===== config.mk =====
export PLATFORM = sky130hd
export DESIGN_NAME = xbus_owner_arb
export DESIGN_NICKNAME = d
export VERILOG_FILES = /design/src/rtl/xbus_pkg.sv /design/src/rtl/xbus_sync.sv /design/src/rtl/xbus_slot.sv /design/src/rtl/xbus_fsm.sv /design/src/rtl/xbus_pins.sv /design/src/rtl/xbus_owner_arb.sv
export SDC_FILE = /design/constraint.sdc
export NUM_CORES = 1
export LEC_CHECK = 0
export BUFFER_PORTS_ARGS = -buffer_cell sky130_fd_sc_hd__buf_2
export CAP_MARGIN = 15
export CORE_MARGIN = 2
export CORE_UTILIZATION = 49
export DETAILED_ROUTE_END_ITERATION = 7
export PLACE_DENSITY_LB_ADDON = 0.05
export SYNTH_ARGS = -nofsm -noshare
export SYNTH_HDL_FRONTEND = slang
export SYNTH_SLANG_ARGS = --single-unit

===== constraint.sdc =====
create_clock -name clk -period 2.2 [get_ports clk]
set_clock_uncertainty 0.1 [all_clocks]
set_input_delay 0.11 -clock clk [delete_from_list [all_inputs] [get_ports clk]]
set_output_delay 0.11 -clock clk [all_outputs]
set_load 0.05 [all_outputs]

===== src/rtl/xbus_pkg.sv =====
package xbus_pkg;

    typedef enum logic [1:0] {
        OWN_NONE = 2'd0,
        OWN_CPU  = 2'd1,
        OWN_DMA  = 2'd2,
        OWN_EXT  = 2'd3
    } owner_e;

    typedef enum logic [1:0] {
        ST_IDLE = 2'd0,
        ST_TURN = 2'd1,
        ST_ACC  = 2'd2,
        ST_HOLD = 2'd3
    } bus_state_e;

    // Fixed priority: outside master, then DMA, then CPU.
    function automatic owner_e pick_owner(input logic hold_act,
                                          input logic dma_pend,
                                          input logic cpu_pend);
        if (hold_act)
            return OWN_EXT;
        else if (dma_pend)
            return OWN_DMA;
        else if (cpu_pend)
            return OWN_CPU;
        else
            return OWN_NONE;
    endfunction

endpackage


===== src/rtl/xbus_sync.sv =====
module xbus_sync #(
    parameter int   STAGES  = 2,
    parameter logic RST_VAL = 1'b1
) (
    input  logic clk,
    input  logic rst_n,
    input  logic d,
    output logic q
);
    logic [STAGES-1:0] sr;

    generate
        if (STAGES == 1) begin : g_one
            always_ff @(posedge clk or negedge rst_n) begin
                if (!rst_n) sr <= RST_VAL;
                else        sr <= d;
            end
        end else begin : g_chain
            always_ff @(posedge clk or negedge rst_n) begin
                if (!rst_n) sr <= {STAGES{RST_VAL}};
                else        sr <= {sr[STAGES-2:0], d};
            end
        end
    endgenerate

    assign q = sr[STAGES-1];
endmodule


===== src/rtl/xbus_slot.sv =====
// One-entry request store: a strobe captures the payload unless an
// entry is already waiting and is not being consumed this cycle.
module xbus_slot #(
    parameter int AW = 16,
    parameter int DW = 16
) (
    input  logic          clk,
    input  logic          rst_n,
    input  logic          req,
    input  logic          clr,
    input  logic [AW-1:0] req_addr,
    input  logic [DW-1:0] req_wdata,
    input  logic          req_wr,
    input  logic          req_bhe_n,
    input  logic          req_int,
    output logic          pend,
    output logic [AW-1:0] addr,
    output logic [DW-1:0] wdata,
    output logic          wr,
    output logic          bhe_n,
    output logic          intl
);
    logic take;
    assign take = req && (!pend || clr);

    always_ff @(posedge clk or negedge rst_n) begin
        if (!rst_n) begin
            pend  <= 1'b0;
            addr  <= '0;
            wdata <= '0;
            wr    <= 1'b0;
            bhe_n <= 1'b1;
            intl  <= 1'b0;
        end else if (take) begin
            pend  <= 1'b1;
            addr  <= req_addr;
            wdata <= req_wdata;
            wr    <= req_wr;
            bhe_n <= req_bhe_n;
            intl  <= req_int;
        end else if (clr) begin
            pend  <= 1'b0;
        end
    end
endmodule


===== src/rtl/xbus_fsm.sv =====
module xbus_fsm
    import xbus_pkg::*;
#(
    parameter int ACC_LEN = 3
) (
    input  logic       clk,
    input  logic       rst_n,
    input  logic       hold_act,
    input  logic       dma_pend,
    input  logic       cpu_pend,
    output bus_state_e state,
    output owner_e     cur_own,
    output logic       acc_first,
    output logic       start,
    output owner_e     start_own
);
    localparam int CW = (ACC_LEN > 1) ? $clog2(ACC_LEN) : 1;
    localparam logic [CW-1:0] LAST = CW'(ACC_LEN - 1);

    bus_state_e    state_q, state_d;
    owner_e        own_q, own_d, tgt_q, tgt_d, win, go;
    logic [CW-1:0] cnt_q, cnt_d;
    logic          park_cpu;

    assign win = pick_owner(hold_act, dma_pend, cpu_pend);

    // State register
    always_ff @(posedge clk or negedge rst_n) begin
        if (!rst_n) begin
            state_q <= ST_IDLE;
            own_q   <= OWN_CPU;
            tgt_q   <= OWN_NONE;
            cnt_q   <= '0;
        end else begin
            state_q <= state_d;
            own_q   <= own_d;
            tgt_q   <= tgt_d;
            cnt_q   <= cnt_d;
        end
    end

    // Next-state logic
    always_comb begin
        state_d   = state_q;
        own_d     = own_q;
        tgt_d     = tgt_q;
        cnt_d     = cnt_q;
        go        = OWN_NONE;
        park_cpu  = 1'b0;
        start     = 1'b0;
        start_own = OWN_NONE;
        unique case (state_q)
            ST_IDLE, ST_ACC: begin
                if (state_q == ST_ACC && cnt_q != LAST) begin
                    cnt_d = cnt_q + 1'b1;
                end else if (win == OWN_NONE) begin
                    state_d = ST_IDLE;
                end else if (win == own_q) begin
                    go = win;
                end else begin
                    state_d = ST_TURN;
                    tgt_d   = win;
                end
            end
            ST_HOLD: begin
                if (!hold_act) begin
                    state_d = ST_TURN;
                    tgt_d   = win;
                end
            end
            ST_TURN: begin
                if (tgt_q == OWN_NONE) park_cpu = 1'b1;
                else                   go = tgt_q;
            end
        endcase

        if (park_cpu) begin
            state_d = ST_IDLE;
            own_d   = OWN_CPU;
        end else if (go == OWN_EXT) begin
            state_d = ST_HOLD;
            own_d   = OWN_EXT;
        end else if (go != OWN_NONE) begin
            state_d   = ST_ACC;
            own_d     = go;
            cnt_d     = '0;
            start     = 1'b1;
            start_own = go;
        end
    end

    assign state     = state_q;
    assign cur_own   = own_q;
    assign acc_first = (state_q == ST_ACC) && (cnt_q == '0);
endmodule


===== src/rtl/xbus_pins.sv =====
module xbus_pins
    import xbus_pkg::*;
#(
    parameter int AW = 16,
    parameter int DW = 16
) (
    input  logic          clk,
    input  logic          rst_n,
    input  bus_state_e    state,
    input  owner_e        cur_own,
    input  logic          acc_first,
    input  logic          start,
    input  owner_e        start_own,
    input  logic [AW-1:0] d_addr,
    input  logic [DW-1:0] d_wdata,
    input  logic          d_wr,
    input  logic          d_bhe_n,
    input  logic          d_int,
    input  logic [AW-1:0] c_addr,
    input  logic [DW-1:0] c_wdata,
    input  logic          c_wr,
    input  logic          c_bhe_n,
    input  logic          c_int,
    output logic          dma_gnt,
    output logic          cpu_gnt,
    output logic          hlda_n,
    output logic          wdt_stop,
    output logic [AW-1:0] addr_o,
    output logic          addr_oe,
    output logic [DW-1:0] data_o,
    output logic          data_oe,
    output logic          rd_n,
    output logic          wr_n,
    output logic          strb_oe,
    output logic          cs_n,
    output logic          cs_oe,
    output logic          bhe_n,
    output logic          bhe_oe,
    output logic          ale
);
    logic [AW-1:0] ret_addr, s_addr;
    logic [DW-1:0] act_wdata, s_wdata;
    logic          ret_bhe_n, act_wr, act_int, s_wr, s_bhe_n, s_int, ext;

    always_comb begin
        if (start_own == OWN_DMA) begin
            s_addr = d_addr; s_wdata = d_wdata; s_wr = d_wr;
            s_bhe_n = d_bhe_n; s_int = d_int;
        end else begin
            s_addr = c_addr; s_wdata = c_wdata; s_wr = c_wr;
            s_bhe_n = c_bhe_n; s_int = c_int;
        end
    end

    // Active access and retained external address/byte-enable
    always_ff @(posedge clk or negedge rst_n) begin
        if (!rst_n) begin
            ret_addr  <= '0;
            ret_bhe_n <= 1'b1;
            act_wdata <= '0;
            act_wr    <= 1'b0;
            act_int   <= 1'b0;
        end else if (start) begin
            act_wdata <= s_wdata;
            act_wr    <= s_wr;
            act_int   <= s_int;
            if (!s_int) begin
                ret_addr  <= s_addr;
                ret_bhe_n <= s_bhe_n;
            end
        end
    end

    assign ext    = !act_int;
    assign addr_o = ret_addr;
    assign bhe_n  = ret_bhe_n;
    assign data_o = act_wdata;

    // Output decode
    always_comb begin
        dma_gnt  = 1'b0;
        cpu_gnt  = 1'b0;
        hlda_n   = 1'b1;
        wdt_stop = 1'b0;
        addr_oe  = 1'b0;
        data_oe  = 1'b0;
        strb_oe  = 1'b0;
        cs_oe    = 1'b0;
        bhe_oe   = 1'b0;
        rd_n     = 1'b1;
        wr_n     = 1'b1;
        cs_n     = 1'b1;
        ale      = 1'b0;
        unique case (state)
            ST_IDLE: begin
                addr_oe = 1'b1;
                strb_oe = 1'b1;
                cs_oe   = 1'b1;
                bhe_oe  = 1'b1;
            end
            ST_TURN: begin
            end
            ST_HOLD: begin
                hlda_n   = 1'b0;
                wdt_stop = 1'b1;
            end
            ST_ACC: begin
                dma_gnt = (cur_own == OWN_DMA);
                cpu_gnt = (cur_own == OWN_CPU);
                addr_oe = 1'b1;
                strb_oe = 1'b1;
                cs_oe   = 1'b1;
                bhe_oe  = 1'b1;
                ale     = acc_first;
                cs_n    = !ext;
                data_oe = ext && act_wr;
                rd_n    = !(ext && !act_wr && !acc_first);
                wr_n    = !(ext && act_wr && !acc_first);
            end
        endcase
    end
endmodule


===== src/rtl/xbus_owner_arb.sv =====
module xbus_owner_arb
    import xbus_pkg::*;
#(
    parameter int AW          = 16,
    parameter int DW          = 16,
    parameter int ACC_LEN     = 3,
    parameter int SYNC_STAGES = 2
) (
    input  logic          clk,
    input  logic          rst_n,
    input  logic          hold_n,
    input  logic          dma_req,
    input  logic [AW-1:0] dma_addr,
    input  logic          dma_wr,
    input  logic          dma_bhe_n,
    input  logic [DW-1:0] dma_wdata,
    input  logic          dma_int,
    input  logic          cpu_req,
    input  logic [AW-1:0] cpu_addr,
    input  logic          cpu_wr,
    input  logic          cpu_bhe_n,
    input  logic [DW-1:0] cpu_wdata,
    input  logic          cpu_int,
    output logic          dma_gnt,
    output logic          cpu_gnt,
    output logic          hlda_n,
    output logic          wdt_stop,
    output logic [AW-1:0] addr_o,
    output logic          addr_oe,
    output logic [DW-1:0] data_o,
    output logic          data_oe,
    output logic          rd_n,
    output logic          wr_n,
    output logic          strb_oe,
    output logic          cs_n,
    output logic          cs_oe,
    output logic          bhe_n,
    output logic          bhe_oe,
    output logic          ale
);
    logic          hold_s_n;
    logic          d_pend, c_pend, d_wr, c_wr, d_bhe_n, c_bhe_n, d_int, c_int;
    logic [AW-1:0] d_addr, c_addr;
    logic [DW-1:0] d_wdata, c_wdata;
    bus_state_e    state;
    owner_e        cur_own, start_own;
    logic          acc_first, start;

    xbus_sync #(.STAGES(SYNC_STAGES), .RST_VAL(1'b1)) u_sync (
        .clk(clk), .rst_n(rst_n), .d(hold_n), .q(hold_s_n)
    );

    xbus_slot #(.AW(AW), .DW(DW)) u_dma_slot (
        .clk(clk), .rst_n(rst_n), .req(dma_req),
        .clr(start && start_own == OWN_DMA),
        .req_addr(dma_addr), .req_wdata(dma_wdata), .req_wr(dma_wr),
        .req_bhe_n(dma_bhe_n), .req_int(dma_int),
        .pend(d_pend), .addr(d_addr), .wdata(d_wdata), .wr(d_wr),
        .bhe_n(d_bhe_n), .intl(d_int)
    );

    xbus_slot #(.AW(AW), .DW(DW)) u_cpu_slot (
        .clk(clk), .rst_n(rst_n), .req(cpu_req),
        .clr(start && start_own == OWN_CPU),
        .req_addr(cpu_addr), .req_wdata(cpu_wdata), .req_wr(cpu_wr),
        .req_bhe_n(cpu_bhe_n), .req_int(cpu_int),
        .pend(c_pend), .addr(c_addr), .wdata(c_wdata), .wr(c_wr),
        .bhe_n(c_bhe_n), .intl(c_int)
    );

    xbus_fsm #(.ACC_LEN(ACC_LEN)) u_fsm (
        .clk(clk), .rst_n(rst_n), .hold_act(!hold_s_n),
        .dma_pend(d_pend), .cpu_pend(c_pend),
        .state(state), .cur_own(cur_own), .acc_first(acc_first),
        .start(start), .start_own(start_own)
    );

    xbus_pins #(.AW(AW), .DW(DW)) u_pins (
        .clk(clk), .rst_n(rst_n), .state(state), .cur_own(cur_own),
        .acc_first(acc_first), .start(start), .start_own(start_own),
        .d_addr(d_addr), .d_wdata(d_wdata), .d_wr(d_wr), .d_bhe_n(d_bhe_n), .d_int(d_int),
        .c_addr(c_addr), .c_wdata(c_wdata), .c_wr(c_wr), .c_bhe_n(c_bhe_n), .c_int(c_int),
        .dma_gnt(dma_gnt), .cpu_gnt(cpu_gnt), .hlda_n(hlda_n), .wdt_stop(wdt_stop),
        .addr_o(addr_o), .addr_oe(addr_oe), .data_o(data_o), .data_oe(data_oe),
        .rd_n(rd_n), .wr_n(wr_n), .strb_oe(strb_oe), .cs_n(cs_n), .cs_oe(cs_oe),
        .bhe_n(bhe_n), .bhe_oe(bhe_oe), .ale(ale)
    );
endmodule


# Word-level counts from Yosys, hierarchy flattened
# Cells that the tools add are included.
# totals
regBits	117
in_bits	75
elab_cells	130
# classes
addsub	1
n_eq_ne	17
n_mux	56
bitwise_logic	1
reduce_logical	33
# ops
op	n
2-bit two-way mux	28
16-bit two-way mux	2
1-bit two-way mux	23
2-bit one-hot mux with 2 select lines	3
2-bit equality test, second input constant	5
1-bit logical AND	10
2-bit != test, second input constant	5
2-bit logical NOT	4
2-bit nonzero test	4
1-bit logical NOT	7
2-bit by 1-bit equality test with 1-bit output, second input constant	3
6-bit by 4-bit != test with 1-bit output, second input constant	1
5-bit by 2-bit != test with 1-bit output, second input constant	1
5-bit by 4-bit != test with 1-bit output, second input constant	1
5-bit AND reduction	1
5-bit nonzero test	1
4-bit AND reduction	1
3-bit nonzero test	1
2-bit by 1-bit adder with 2-bit output, second input constant	1
2-bit equality test	1
1-bit logical OR	2
2-bit AND reduction	1
2-bit OR reduction	1
1-bit NOT	1

# Longest topological paths before layout
# logic_depth
depth_word	17
mapped_depth	10
mapped_depth_nobuf	8

# Hierarchy
# A second synthesis with hierarchy kept.
# unflattened
hier_cells	411
hier_area_um2	5684.2
# by_module_without_submodules
module	instances	cells_per_inst	area_per_inst_um2	seq_area_each_um2
xbus_slot	2	77	1501.4	902.1
xbus_pins	1	152	1819.2	877.1
xbus_fsm	1	100	788.3	201.4
xbus_sync	1	2	52.6	52.6
xbus_owner_arb	1	3	21.3	0.0

# Least setup slack after synthesis
# OpenSTA, ideal clock, no wires.
# synth_path
path_kind	register to register
start	reg u_fsm.state_q[0], in the netlist u_fsm.state[0]
end	reg u_cpu_slot.addr[0]
arrival_time_ps	2518
t_required_ps	1975
slack_ps	-543
stages_incl_launch_ff	9
n_path_buf	2
path_cell_list	dfrtp_1 > buf_6 > nand2_1 > inv_1 > or3_4 > o21ai_4 > nand2_4 > buf_12 > mux2_4
# synth_between
elab_chain_cells	12
elab_cells_between_ends	20
classes_between	eq/ne (4); mux (9); reduce/logical (7)
# synth_rtl
item	line	text
start: declaration	xbus_fsm.sv:20	bus_state_e state_q, state_d;
start signal: assignment	xbus_fsm.sv:35	state_q <= state_d;
2-bit equality test	xbus_fsm.sv:52, xbus_fsm.sv:54	
1-bit logical AND	xbus_fsm.sv:54	if (state_q == ST_ACC && cnt_q != LAST) begin
2-bit two-way mux	xbus_fsm.sv:54	
2-bit one-hot mux with 2 select lines	xbus_fsm.sv:52	unique case (state_q)
2-bit nonzero test	xbus_fsm.sv:83	end else if (go != OWN_NONE) begin
2-bit two-way mux	xbus_fsm.sv:83	
2-bit two-way mux	xbus_fsm.sv:80	end else if (go == OWN_EXT) begin
2-bit two-way mux	xbus_fsm.sv:77	if (park_cpu) begin
2-bit by 1-bit equality test with 1-bit output	xbus_owner_arb.sv:64	.clr(start && start_own == OWN_CPU),
1-bit logical AND (*)	xbus_owner_arb.sv:64	
1-bit logical OR (*)	xbus_slot.sv:24	assign take = req && (!pend || clr);
1-bit logical AND (*)	xbus_slot.sv:24	
end signal: assignment	xbus_slot.sv:36	addr <= req_addr;
end: declaration	xbus_slot.sv:17	output logic [AW-1:0] addr,
# Every way passes the cells marked *; elsewhere a longest branch is shown, timed or not.
# A chain may end at the register's enable or synchronous reset.

# Worst setup path after layout
# layout_path
start	reg u_fsm.own_q[1], in the netlist u_fsm.cur_own[1]
end	reg u_dma_slot.addr[9]
# layout_between
elab_chain_cells	13
elab_cells_between_ends	17
classes_between	eq/ne (3); mux (10); reduce/logical (4)
# layout_rtl
item	line	text
start: declaration	xbus_fsm.sv:21	owner_e own_q, own_d, tgt_q, tgt_d, win, go;
start signal: assignment	xbus_fsm.sv:36	own_q <= own_d;
2-bit equality test (*)	xbus_fsm.sv:58	end else if (win == own_q) begin
2-bit two-way mux (*)	xbus_fsm.sv:58	
2-bit two-way mux (*)	xbus_fsm.sv:56	end else if (win == OWN_NONE) begin
2-bit two-way mux (*)	xbus_fsm.sv:54	
2-bit one-hot mux with 2 select lines (*)	xbus_fsm.sv:52	
2-bit nonzero test	xbus_fsm.sv:83	
2-bit two-way mux	xbus_fsm.sv:83	
2-bit two-way mux	xbus_fsm.sv:80	
2-bit two-way mux	xbus_fsm.sv:77	
2-bit equality test	xbus_owner_arb.sv:55	.clr(start && start_own == OWN_DMA),
1-bit logical AND (*)	xbus_owner_arb.sv:55	
1-bit logical OR (*)	xbus_slot.sv:24	
1-bit logical AND (*)	xbus_slot.sv:24	
end signal: assignment	xbus_slot.sv:36	
end: declaration	xbus_slot.sv:17	
# Marks and branches as above.

==> results_dict.tcl <==
set metrics [dict create \
    status "complete, but fails checks" \
    drt_iter0_markers 184 \
    synth.most_common_cell "dfrtp_1" \
    die-area_mm2 0.01161 \
    synth_common_cells "dfrtp_1, mux2_2, mux2_4" \
    peakVddDrop_uv 1056 \
    synth.distinct_cells 48 \
    drv_cap 0 \
    grt_pass1_wl_um 22410 \
    io_pins 121 \
    tritoncts "yes" \
    antenna_cells 0 \
    final_cells 773 \
    critPathMostFrequentCell "buf_12" \
    rows 37 \
    utilization 0.8121 \
    hold_viol 0 \
    synth_top_family_by_area "multiplexers" \
    synth_compound_area_frac 0.05051 \
    finalSetupTns_ps -19280 \
    violations "negative setup slack" \
    final-setup-viol-count 107 \
    fin_crit_sh 1.119 \
    critical-path-max-stage-delay_ps 460 \
    synthFlopType "dfrtp_1" \
    syn_inst 371 \
    nets 703 \
    grt_max_degree 53 \
    timing.final.ws_setup_ps -260.9 \
    die_h_um 107.8 \
    timing.fmax_mhz 406.4 \
    grt_pass1_vias 4306 \
    cts_num_sinks 117 \
    synth_top_area_share 0.5264 \
    m1WireLength_um 6312 \
    p_per_area_mw_per_mm2 1876 \
    dpl.hpwl_um 7775 \
    cp.depth 8 \
    viasPerCell 5.216 \
    synth-edff-count 0 \
    fin_crit_ps 2461 \
    routed_wl_um 15230 \
    clock_latency_ps 520 \
    clockRootBuffer "clkbuf_8" \
    port_buffers 120 \
    seq_area_frac_synth 0.5563 \
    cts_htree_levels 4 \
    wl_per_cell_um 19.71 \
    core_mm2 0.01037 \
    synth-async-reset-ratio 1.000 \
    grt-ovfl-total 0 \
    synthXorXnorAreaFrac 0.003320 \
    path_buf_inv 3 \
    final_layout_size_suffix_gt1_frac 0.5761 \
    yosysTopAreaCell "dfrtp_1" \
    ys_warn_count 0 \
    clkSlewWorstSetupHoldPaths_ps 50 \
    rr_worst_depth 8 \
    synthTopCellsByArea "dfrtp_1, mux2_2, mux2_4" \
    critPathLaunchType "flop" \
    synth_area_per_cell_um2 14.22 \
    rsz0062_at_grt "true" \
    synth-simple-area-share 0.05620 \
    synth_area_mm2 0.005276 \
    hold_class "in -> async" \
    clock_path_buffers 2 \
    cp_top_family "compound AO/OA/AOI/OAI gates" \
    critPathCaptureType "flop" \
    met3_length_um 660 \
    yosys.area_share.adder 0.004743 \
    arrival_ps 2760 \
    die_width_um 107.8 \
    leakagePower_nw 4.208 \
    gp_routability_congestion 0.7873 \
    muxShareOfSynthArea 0.2831 \
    rr_endpoint "u_dma_slot.addr[9]" \
    antenna_found_initial 0 \
    num_vias 4032 \
    grtUsageTotal 0.2571 \
    drcViolationCount 0 \
    crit_chain "and4bb_2 > a221oi_4 > o22ai_4 > buf_6 > a21boi_4 > buf_12 > buf_12 > mux2_4" \
    critPathMaxFanout 8 \
    dp_cells 646 \
    critPathSlowestCell "dfrtp_1" \
    syn2layout_area_growth_pct 59.62 \
    syn_nets 448 \
    worstPathRequired_ps 2500 \
    tightest_slew_ps 712.5 \
    drt_pass1_iterations 7 \
    ys_seq_elements 117 \
    relSlewSlack 0.5250 \
    initial_core_util 0.5088 \
    wl_met2_um 7902 \
    antenna_left 0 \
    regToRegStartpoint "u_fsm.cur_own[1]" \
    finalMaxSlewViolations 0 \
    cts_inserted_buffers 17 \
    worst-setup-path-type "reg -> reg" \
    highest_layer "met4" \
    holdWs_ps 90.81 \
    r2r_setup_slack_ps -260 \
]
-- sequential cells by signal (all words and copies together) (netlist names), 2 cells and up --
name,count
u_sync.sr,2
u_pins.addr_o,16
u_cpu_slot.addr,16
u_fsm.tgt_q,2
u_fsm.state,2
u_dma_slot.wdata,16
u_cpu_slot.wdata,16
u_pins.data_o,16
u_dma_slot.addr,16
u_fsm.cur_own,2
u_fsm.cnt_q,2
-- per-layer routing --
layer	up-vias	track usage
met3	28	0.05932
met2	121	0.4326
met1	2043	0.3172
met4	0	0.1099
li1	1840	-
met5	-	0
-- logic make-up after synthesis --
| family | after synthesis |
|---|---|
| flops | 117 |
| xor+xnor | 2 |
| buf+inv | 31 |
| mux | 125 |
| fa+ha+maj | 2 |
| compound gates | 37 |
| simple gates | 57 |
-- where the power goes --
part / switching (mW) / internal, mW
Clock: 0.975 / 1.91
Sequential: 0.761 / 3.29
Combinational: 4.33 / 4.52
Total: 6.07 / 9.73
-- cell type report --
class	instances	area (µm²)
Sequential cell	117	2935
Tap cell	136	170.2
Timing Repair Buffer	252	2051
Clock buffer	21	459.2
Inverter	9	41.29
Multi-Input combinational cell	229	2614
Fill cell	588	1948
Clock inverter	9	151.4
-- worst max path at each step --
| stage | from | to | slack (ps) |
|---|---|---|---|
| 6_report | u_fsm.cur_own[1] | u_dma_slot.addr[9] | -260 |
| 5_1_grt | u_fsm.cur_own[1] | u_dma_slot.addr[9] | -310 |
| 4_1_cts | u_sync.sr[1] | u_dma_slot.wdata[12] | -150 |
| 3_5_place_dp | u_fsm.cnt_q[0] | u_pins.data_o[8] | -220 |
| 3_3_place_gp | u_fsm.cnt_q[0] | u_pins.data_o[4] | -170 |
| 2_1_floorplan | u_fsm.state[0] | u_dma_slot.addr[10] | -170 |
-- cell usage in the layout (no fill, tap or decap), types with 4 or more instances in the layout --
cell type | synthesis | final
o32a_4 | 1 | 7
buf_4 | 6 | 30
mux2i_1 | 21 | 18
inv_1 | 9 | 5
dlygate4sd3_1 | 0 | 74
buf_12 | 3 | 10
buf_2 | 6 | 119
dfstp_2 | 6 | 6
clkbuf_8 | 0 | 4
dfrtp_1 | 111 | 111
buf_6 | 6 | 11
o21ai_1 | 13 | 7
buf_8 | 0 | 4
clkbuf_16 | 0 | 18
nand2_1 | 25 | 21
mux2_4 | 30 | 90
bufinv_16 | 0 | 4
mux2_2 | 72 | 14
nor2_1 | 12 | 9
o21ai_2 | 0 | 11
-- stage by stage --
step                worst slack, ps  cell area [µm²]  power [mW]
floorplan                    -171.3             5328       8.911
global placement             -168.8             6279       10.33
detailed placement           -222.0             6279       10.50
CTS                          -150.8             8097       14.78
global route                 -305.9             8422       16.48
finish                       -260.9             8422       15.80
-- repair_timing --
item	in CTS	in global routing
endpoints found under the hold margin	123	0
setup endpoints to repair	102	109
pin swaps	12	17
resized for setup	52	75
hold buffers	74	0
cloned	9	3
setup buffers	12	2
(Power assumes the default switching activity.)
